[src/rtl/atairq_pkg.sv]
// Package: shared register indices and decode types for the ATA interrupt
// status unit. Assumes a word-indexed register port of at least 3 bits.
package atairq_pkg;
    localparam int NSRC       = 2;  // bit 0 device event, bit 1 bus error
    localparam int IDX_ERR_LO = 0;
    localparam int IDX_ERR_HI = 1;
    localparam int IDX_STATUS = 3;
    localparam int IDX_EN_SET = 5;
    localparam int IDX_EN_CLR = 7;

    typedef struct packed {
        logic st_clr;
        logic en_set;
        logic en_clr;
        logic err_wr;
    } wr_dec_t;
endpackage

[src/rtl/atairq_decode.sv]
// Module: register write decoder. Turns a write strobe and word index into
// one-hot register strokes. Assumes index width of at least 3 bits.
module atairq_decode
    import atairq_pkg::*;
#(
    parameter int IDX_W = 3
) (
    input  logic             we,
    input  logic [IDX_W-1:0] idx,
    output wr_dec_t          dec
);
    // Decode one register stroke per write.
    always_comb begin
        dec        = '0;
        dec.st_clr = we && (idx == IDX_W'(IDX_STATUS));
        dec.en_set = we && (idx == IDX_W'(IDX_EN_SET));
        dec.en_clr = we && (idx == IDX_W'(IDX_EN_CLR));
        dec.err_wr = we && ((idx == IDX_W'(IDX_ERR_LO)) || (idx == IDX_W'(IDX_ERR_HI)));
    end
endmodule

[src/rtl/atairq_snoop.sv]
// Module: ATA status read snoop. Flags a host read of the device status
// register whose returned byte shows a ready condition. Purely combinational;
// assumes the snoop inputs are stable around the sampling clock edge.
module atairq_snoop #(
    parameter int               BADDR_W    = 12,
    parameter int               STAT_W     = 8,
    parameter logic [11:0]      STAT_ADDR  = 12'h11C,
    parameter logic [7:0]       READY_MASK = 8'h51
) (
    input  logic               rd,
    input  logic [BADDR_W-1:0] addr,
    input  logic [STAT_W-1:0]  data,
    output logic               hit
);
    localparam logic [BADDR_W-1:0] MATCH = BADDR_W'(STAT_ADDR);
    localparam logic [STAT_W-1:0]  MASK  = STAT_W'(READY_MASK);

    // Address match qualified by any ready bit in the returned byte.
    always_comb hit = rd && (addr == MATCH) && ((data & MASK) != '0);
endmodule

[src/rtl/atairq_w1c_bits.sv]
// Module: per-source sticky status bit plus enable bit. Events set status,
// clear strokes drop it; an event in the same cycle as a clear wins.
// Enables are set and cleared by ones; set wins over clear.
module atairq_w1c_bits #(
    parameter int N = 2
) (
    input  logic         clk,
    input  logic         rst_n,
    input  logic [N-1:0] ev,
    input  logic [N-1:0] st_clr,
    input  logic [N-1:0] en_set,
    input  logic [N-1:0] en_clr,
    output logic [N-1:0] status,
    output logic [N-1:0] enable
);
    for (genvar i = 0; i < N; i++) begin : g_src
        // Sticky status: event has priority over clear.
        always_ff @(posedge clk) begin
            if (!rst_n)          status[i] <= 1'b0;
            else if (ev[i])      status[i] <= 1'b1;
            else if (st_clr[i])  status[i] <= 1'b0;
        end

        // Enable bit: set has priority over clear.
        always_ff @(posedge clk) begin
            if (!rst_n)          enable[i] <= 1'b0;
            else if (en_set[i])  enable[i] <= 1'b1;
            else if (en_clr[i])  enable[i] <= 1'b0;
        end
    end
endmodule

[src/rtl/atairq_err_capture.sv]
// Module: fault address capture. Records the bus address of a bus error
// only while no earlier bus error is pending, so the first fault is kept.
module atairq_err_capture #(
    parameter int AW = 64
) (
    input  logic          clk,
    input  logic          rst_n,
    input  logic          ev_err,
    input  logic          pending,
    input  logic [AW-1:0] addr_in,
    output logic [AW-1:0] addr_q
);
    // Capture on a fresh fault only.
    always_ff @(posedge clk) begin
        if (!rst_n)                 addr_q <= '0;
        else if (ev_err && !pending) addr_q <= addr_in;
    end
endmodule

[src/rtl/atairq_status_unit.sv]
// Module: ATA channel interrupt status unit (top). Word-indexed registers:
// 0/1 fault address low/high, 3 status (write ones to clear), 5 enable set,
// 7 enable clear. A snooped ready read of the device status register clears
// both status bits. irq_o is the OR of enabled status bits.
module atairq_status_unit
    import atairq_pkg::*;
#(
    parameter int          DATA_W     = 32,
    parameter int          IDX_W      = 3,
    parameter int          BADDR_W    = 12,
    parameter int          STAT_W     = 8,
    parameter logic [11:0] STAT_ADDR  = 12'h11C,
    parameter logic [7:0]  READY_MASK = 8'h51
) (
    input  logic                  clk,
    input  logic                  rst_n,
    input  logic                  reg_we,
    input  logic [IDX_W-1:0]      reg_idx,
    input  logic [DATA_W-1:0]     reg_wdata,
    output logic [DATA_W-1:0]     reg_rdata,
    input  logic                  ev_dev,
    input  logic                  ev_bus_err,
    input  logic [2*DATA_W-1:0]   bus_err_addr,
    input  logic                  snp_rd,
    input  logic [BADDR_W-1:0]    snp_addr,
    input  logic [STAT_W-1:0]     snp_data,
    output logic                  irq_o
);
    localparam int AW = 2 * DATA_W;

    wr_dec_t          dec;
    logic             snoop_hit;
    logic [NSRC-1:0]  ev_vec;
    logic [NSRC-1:0]  clr_vec;
    logic [NSRC-1:0]  status_q;
    logic [NSRC-1:0]  enable_q;
    logic [AW-1:0]    err_addr_q;
    logic [NSRC-1:0]  wr_bits;

    atairq_decode #(.IDX_W(IDX_W)) u_dec (
        .we  (reg_we),
        .idx (reg_idx),
        .dec (dec)
    );

    atairq_snoop #(
        .BADDR_W(BADDR_W), .STAT_W(STAT_W),
        .STAT_ADDR(STAT_ADDR), .READY_MASK(READY_MASK)
    ) u_snoop (
        .rd   (snp_rd),
        .addr (snp_addr),
        .data (snp_data),
        .hit  (snoop_hit)
    );

    // Gather events and clear strokes per source.
    always_comb begin
        wr_bits = reg_wdata[NSRC-1:0];
        ev_vec  = {ev_bus_err, ev_dev};
        clr_vec = ({NSRC{dec.st_clr}} & wr_bits) | {NSRC{snoop_hit}};
    end

    atairq_w1c_bits #(.N(NSRC)) u_bits (
        .clk    (clk),
        .rst_n  (rst_n),
        .ev     (ev_vec),
        .st_clr (clr_vec),
        .en_set ({NSRC{dec.en_set}} & wr_bits),
        .en_clr ({NSRC{dec.en_clr}} & wr_bits),
        .status (status_q),
        .enable (enable_q)
    );

    atairq_err_capture #(.AW(AW)) u_cap (
        .clk     (clk),
        .rst_n   (rst_n),
        .ev_err  (ev_bus_err),
        .pending (status_q[1]),
        .addr_in (bus_err_addr),
        .addr_q  (err_addr_q)
    );

    // Read multiplexer over the word index.
    always_comb begin
        reg_rdata = '0;
        if (reg_idx == IDX_W'(IDX_ERR_LO))      reg_rdata = err_addr_q[DATA_W-1:0];
        else if (reg_idx == IDX_W'(IDX_ERR_HI)) reg_rdata = err_addr_q[AW-1:DATA_W];
        else if (reg_idx == IDX_W'(IDX_STATUS)) reg_rdata = DATA_W'(status_q);
        else if (reg_idx == IDX_W'(IDX_EN_SET)) reg_rdata = DATA_W'(enable_q);
    end

    // Level interrupt from enabled status.
    always_comb irq_o = |(status_q & enable_q);
endmodule

[config.mk]
export PLATFORM = sky130hd
export DESIGN_NAME = atairq_status_unit
export DESIGN_NICKNAME = d
export VERILOG_FILES = /design/src/rtl/atairq_pkg.sv /design/src/rtl/atairq_decode.sv /design/src/rtl/atairq_snoop.sv /design/src/rtl/atairq_w1c_bits.sv /design/src/rtl/atairq_err_capture.sv /design/src/rtl/atairq_status_unit.sv
export SDC_FILE = /design/constraint.sdc
export NUM_CORES = 1
export LEC_CHECK = 0
export ABC_AREA = 1
export CAP_MARGIN = 40
export CORE_MARGIN = 3
export CORE_UTILIZATION = 35
export CTS_CLUSTER_DIAMETER = 100
export DETAILED_ROUTE_END_ITERATION = 12
export PLACE_DENSITY = 0.69
export SYNTH_ARGS = -nofsm -noshare
export SYNTH_HDL_FRONTEND = slang
export SYNTH_HIERARCHICAL = 1
export SYNTH_SLANG_ARGS = --single-unit
[constraint.sdc]
create_clock -name clk -period 1.11 [get_ports clk]
set_input_delay 0.222 -clock clk [delete_from_list [all_inputs] [get_ports clk]]
set_output_delay 0.222 -clock clk [all_outputs]
set_load 0.01 [all_outputs]
==> results of run 1 <==
## worst max-delay path by stage
stage                                start             to  depth (start not counted)
after floorplan                 reg_idx[0]  reg_rdata[10]                          5
after global placement          reg_idx[1]  reg_rdata[26]                          6
after detailed placement        reg_idx[2]  reg_rdata[26]                          6
after CTS                 u_bits/enable[1]          irq_o                          3
after global routing            reg_idx[2]  reg_rdata[18]                          7
final                           reg_idx[2]  reg_rdata[20]                          7
## state kept, by name, summed over array words and instances, names as in the netlist
| register | cells |
|---|---|
| u_bits/status | 2 |
| u_cap/addr_q | 64 |
| u_bits/enable | 2 |
## cell type report
class	count	area share [%]
Sequential cell	68	19.4
Inverter	94	5.21
Clock buffer	12	2.05
Clock inverter	4	1.02
Multi-Input combinational cell	402	36.0
Timing Repair Buffer	196	33.7
Timing Repair inverter	1	0.230
Tap cell	133	2.35
## power by group
part           switching [mW]  internal [mW]
clock network           0.964           1.33
logic                    1.02           1.16
registers               0.175           2.64
## layout by cell type (no fill, tap or decap)
cell type and count:
inv_12 1, nand3_2 67, dfxtp_2 11, inv_16 1
nand3_4 13, a21oi_1 3, buf_16 12, nand4_1 3
clkbuf_1 2, clkinv_2 1, inv_2 2, nand2_4 8
o21ai_1 2, bufinv_16 2, a22o_1 1, buf_4 16
nor2_1 78, nor2_2 48, buf_6 36, nor2_4 14
nand3_1 15, dfxtp_1 57, inv_1 91, a21oi_2 1
clkinvlp_4 1, buf_2 17, dlymetal6s2s_1 5, nand2_1 107
clkbuf_8 10, nand2_2 41, buf_12 26, buf_8 5
clkdlybuf4s50_1 79, nor3_4 1
## stage by stage
step	setup slack, ps	instance area (um^2)
after floorplan	15.4	3590
after global placement	-1060	5040
after detailed placement	-1060	5040
after CTS	-296	6770
after global routing	-326	7080
final	-282	7080
## what timing repair did
action                                  in CTS  in global routing
endpoints found under the setup margin     101                 98
buffers inserted                            33                  9
cloned                                      26                  0
pin swaps                                  104                 95
resized for setup                          331                152
## layer usage
metal	GRT usage [%]	wire, um	part of all wire [%]	vias to the layer above
met3	5.10	983	6.3	41
met1	31.0	5950	38	2189
met2	46.3	8190	53	194
met4	9.59	465	3.0	0
met5	0	0	0	-
li1	-	-	-	2155
## worst max-delay path: stages
cell	delay (ps)
buf_8	110
nor3_4	280
buf_6	190
buf_16	140
nand2_2	50
nand2_1	50
buf_2	130
==> metrics.cfg, run 1 <==
[global_route]
antenna_found_initial = 0
overflow = 0
gr-usage-all-layers_pct = 26.1
grt_pass1_vias = 4600
grt_max_degree = 42
grt_pass1_wl_mm = 23.6

[clock_tree]
ctsHtreeMaxLevel = 3
holdBufCountCts = 0
cts_buffers = 9
cts_tree = yes
cts.sinks = 68
clk_path_buf_depth = 2
clk_pin_slew_ps = 70
root_buffer = clkbuf_8
clk_latency_ps = 340

[detailed_routing]
totalWireLength_mm = 15.6
vias = 4579
antenna_left = 0
drt-pass1-iter-count = 5
drc_errors = 0
routedWlPerCell_um = 17.1
first_iter_violations = 339
vias_per_cell = 5.03

[worst_hold_path]
min-delay-start = rst_n
min_path_type = in2reg
hold_path_end = u_cap/addr_q[1]
whs_path_depth = 4

[sta]
max_freq_mhz = 718
slew_violations = 0
setup-tns-final_ps = -18910
setup_viol = 97
period_share_pct = 125
rsz0062_at_grt = true
hold_slack_ps = 346
post-route-min-period_ps = 1390
max_slew.worst_pin.slew_ps = 344
relSlewSlack_pct = 77.1
worst_slack_ps = -282
hold_violations = 0
clock_skew_ps = 5.48

[critical_path]
crit_arrival_ps = 1170
crit_required_ps = 890
reg2reg_slack_ps = -260
rr_worst_depth = 9
critPathLaunchType = input port
end_kind = output port
rr_endpoint = u_cap/addr_q[43]
crit_path_max_fanout = 6
reg2reg_from = u_bits/status[1]
worstSetupPathType = in2out

[place]
dp_hpwl_mm = 7.69
numPortBuffers = 122
dp_cells = 844
gp_routability_congestion = 0.839

[final_layout]
insertedDiodeCount = 0
multiInputGateArea_mm2 = 0.00255
final_util_pct = 71.8
fill_cells = 648
regArea_mm2 = 0.00138
layout-drive-gt1-share_pct = 43.0
final_nets = 897
instances_no_fill = 910
area_delta_synth_final_pct = 97.3

[floorplanning]
core.rowCount = 36
die_h_um = 107
ios = 158
die_area_mm2 = 0.0115
start_util_pct = 36.4
core_mm2 = 0.00986
dieWidth_um = 107

[pwr]
power.total_mw = 7.28
p_per_area_mw_per_mm2 = 1030
ir_drop_mv = 0.865
p_leak_nw = 3.46

[logic_synthesis]
syn_nets = 725
syn_area_mm2 = 0.00359
avgSynthCellArea_um2 = 5.98
syn_inst = 600
yosys_warnings = 6

[run]
maxCapViolations = 0

[status]
violations = negative setup slack
status = complete, but fails checks

No activity file was read; power rests on OpenSTA's default activity.
==> run 2: changes to the inputs <==
==> constraint.sdc (replaced) <==
create_clock -name clk -period 1.7 [get_ports clk]
set_input_delay 0.34 -clock clk [delete_from_list [all_inputs] [get_ports clk]]
set_output_delay 0.34 -clock clk [all_outputs]
set_load 0.01 [all_outputs]
==> metrics.cfg, run 2 (same netlist as run 1, synthesis figures left out) <==
[status]
status = finished, final reports clean

[final_layout]
final_common_cell = nand2_1
instances_no_fill = 855
fill_cells = 1005
layout-drive-gt1-share_pct = 10.5
largest_reg_flops = 64
final_nets = 842
insertedDiodeCount = 0
reg_top3 = u_cap/addr_q: 64 flops, u_bits/enable: 2 flops, u_bits/status: 2 flops
top_register = u_cap/addr_q
layout_common_cells = 154 x nand2_1, 138 x nor2_1, 95 x nand3_1
stdcell_area_mm2 = 0.00510
area_delta_synth_final_pct = 42.0

[critical_path]
worstSetupPathType = in2out
crit_arrival_ps = 1310
end_kind = output port
critPathLaunchType = input port
reg2reg_slack_ps = 400
reg2reg_from = u_bits/status[1]
crit_required_ps = 1360
rr_endpoint = u_cap/addr_q[16]
rr_worst_depth = 6
crit_path_max_fanout = 11

[global_route]
grt_pass1_vias = 3701
antenna_found_initial = 0
overflow = 0
gr-usage-all-layers_pct = 18.3
grt_pass1_wl_mm = 17.1
grt_max_degree = 52

[sta]
slew_violations = 0
max_slew.worst_pin.slew_ps = 409
worst_slack_ps = 51.3
setup-tns-final_ps = 0
max_freq_mhz = 607
period_share_pct = 97.0
hold_violations = 0
relSlewSlack_pct = 72.7
post-route-min-period_ps = 1650
hold_slack_ps = 419
clock_skew_ps = 7.16
rsz0062_at_grt = true
setup_viol = 0

[floorplanning]
ios = 158
start_util_pct = 36.4
die_h_um = 107
die_area_mm2 = 0.0115
core.rowCount = 36
core_mm2 = 0.00986
dieWidth_um = 107

[clock_tree]
cts_buffers = 9
cts_tree = yes
clk_pin_slew_ps = 80
root_buffer = clkbuf_8
clk_path_buf_depth = 2
cts.sinks = 68
clk_latency_ps = 330
holdBufCountCts = 0
ctsHtreeMaxLevel = 3

[worst_hold_path]
min_path_type = in2reg
hold_path_end = u_bits/status[1]
min-delay-start = ev_bus_err
whs_path_depth = 3

[detailed_routing]
vias = 3883
antenna_left = 0
drc_errors = 0
first_iter_violations = 185
drt-pass1-iter-count = 4
routedWlPerCell_um = 12.2
totalWireLength_mm = 10.5
vias_per_cell = 4.54

[run]
maxCapViolations = 0

[place]
postPlaceCellArea_mm2 = 0.00496
dp_hpwl_mm = 7.53
dp_slack_ps = -750
gp_routability_congestion = 0.828
numPortBuffers = 122
dp_cells = 837

[pwr]
p_per_area_mw_per_mm2 = 794
ir_drop_mv = 0.399
p_leak_nw = 2.69

run 2: stage by stage:
| step | total power, mW | util [%] |
|---|---|---|
| global placement | 2.60 | 50.3 |
| global route | 4.27 | 51.7 |
| finish | 4.05 | 51.7 |
| floorplan | 2.23 | - |
| CTS | 4.09 | 52.1 |
| detailed placement | 2.61 | 50.3 |
run 2: worst max-delay path, stage by stage:
cell	delay, ps
buf_2	140
nor3_4	290
buf_6	150
buf_12	120
nand2_1	80
nand2_1	70
buf_2	130
run 2: cell type report:
type | count | area (um^2) | share of cell area (%)
tap | 133 | 166 | 3.26
timing repair buffer | 142 | 1320 | 25.8
clock inverter | 6 | 87.6 | 1.72
clock buffer | 10 | 138 | 2.70
sequential | 68 | 1360 | 26.7
multi-input combinational | 402 | 1680 | 32.9
inverter | 94 | 353 | 6.92
run 2: timing repair:
action | 4_1_cts | 5_1_grt
hold endpoints to repair | 0 | 0
pin swaps | 2 | 2
gates cloned | 1 | 0
gates resized for setup | 126 | 9
buffers inserted | 3 | 0
setup endpoints to repair | 33 | 14
run 2: power breakdown:
| group | switching (mW) | internal (mW) | leakage (nW) |
|---|---|---|---|
| clock | 0.630 | 0.863 | 0.105 |
| combinational | 0.385 | 0.386 | 2.02 |
| sequential | 0.0663 | 1.72 | 0.563 |
| total | 1.08 | 2.97 | 2.69 |
run 2: how the worst max path moves through the flow:
stage / endpoint / startpoint / cells after the start / slack (ps)
2_1_floorplan: reg_rdata[10] / reg_idx[0] / 5 / 370
3_3_place_gp: reg_rdata[26] / reg_idx[1] / 6 / -720
3_5_place_dp: reg_rdata[26] / reg_idx[1] / 6 / -750
4_1_cts: reg_rdata[0] / reg_idx[1] / 7 / 4
5_1_grt: reg_rdata[4] / reg_idx[0] / 7 / -4
6_report: reg_rdata[28] / reg_idx[0] / 7 / 50
run 2: layer usage:
metal,vias to the layer above,global-route usage (%),routed length (um)
met1,1755,22.9,4620
li1,2024,-,-
met3,6,3.18,587
met4,0,5.30,68
met5,-,0,0
met2,98,32.1,5180
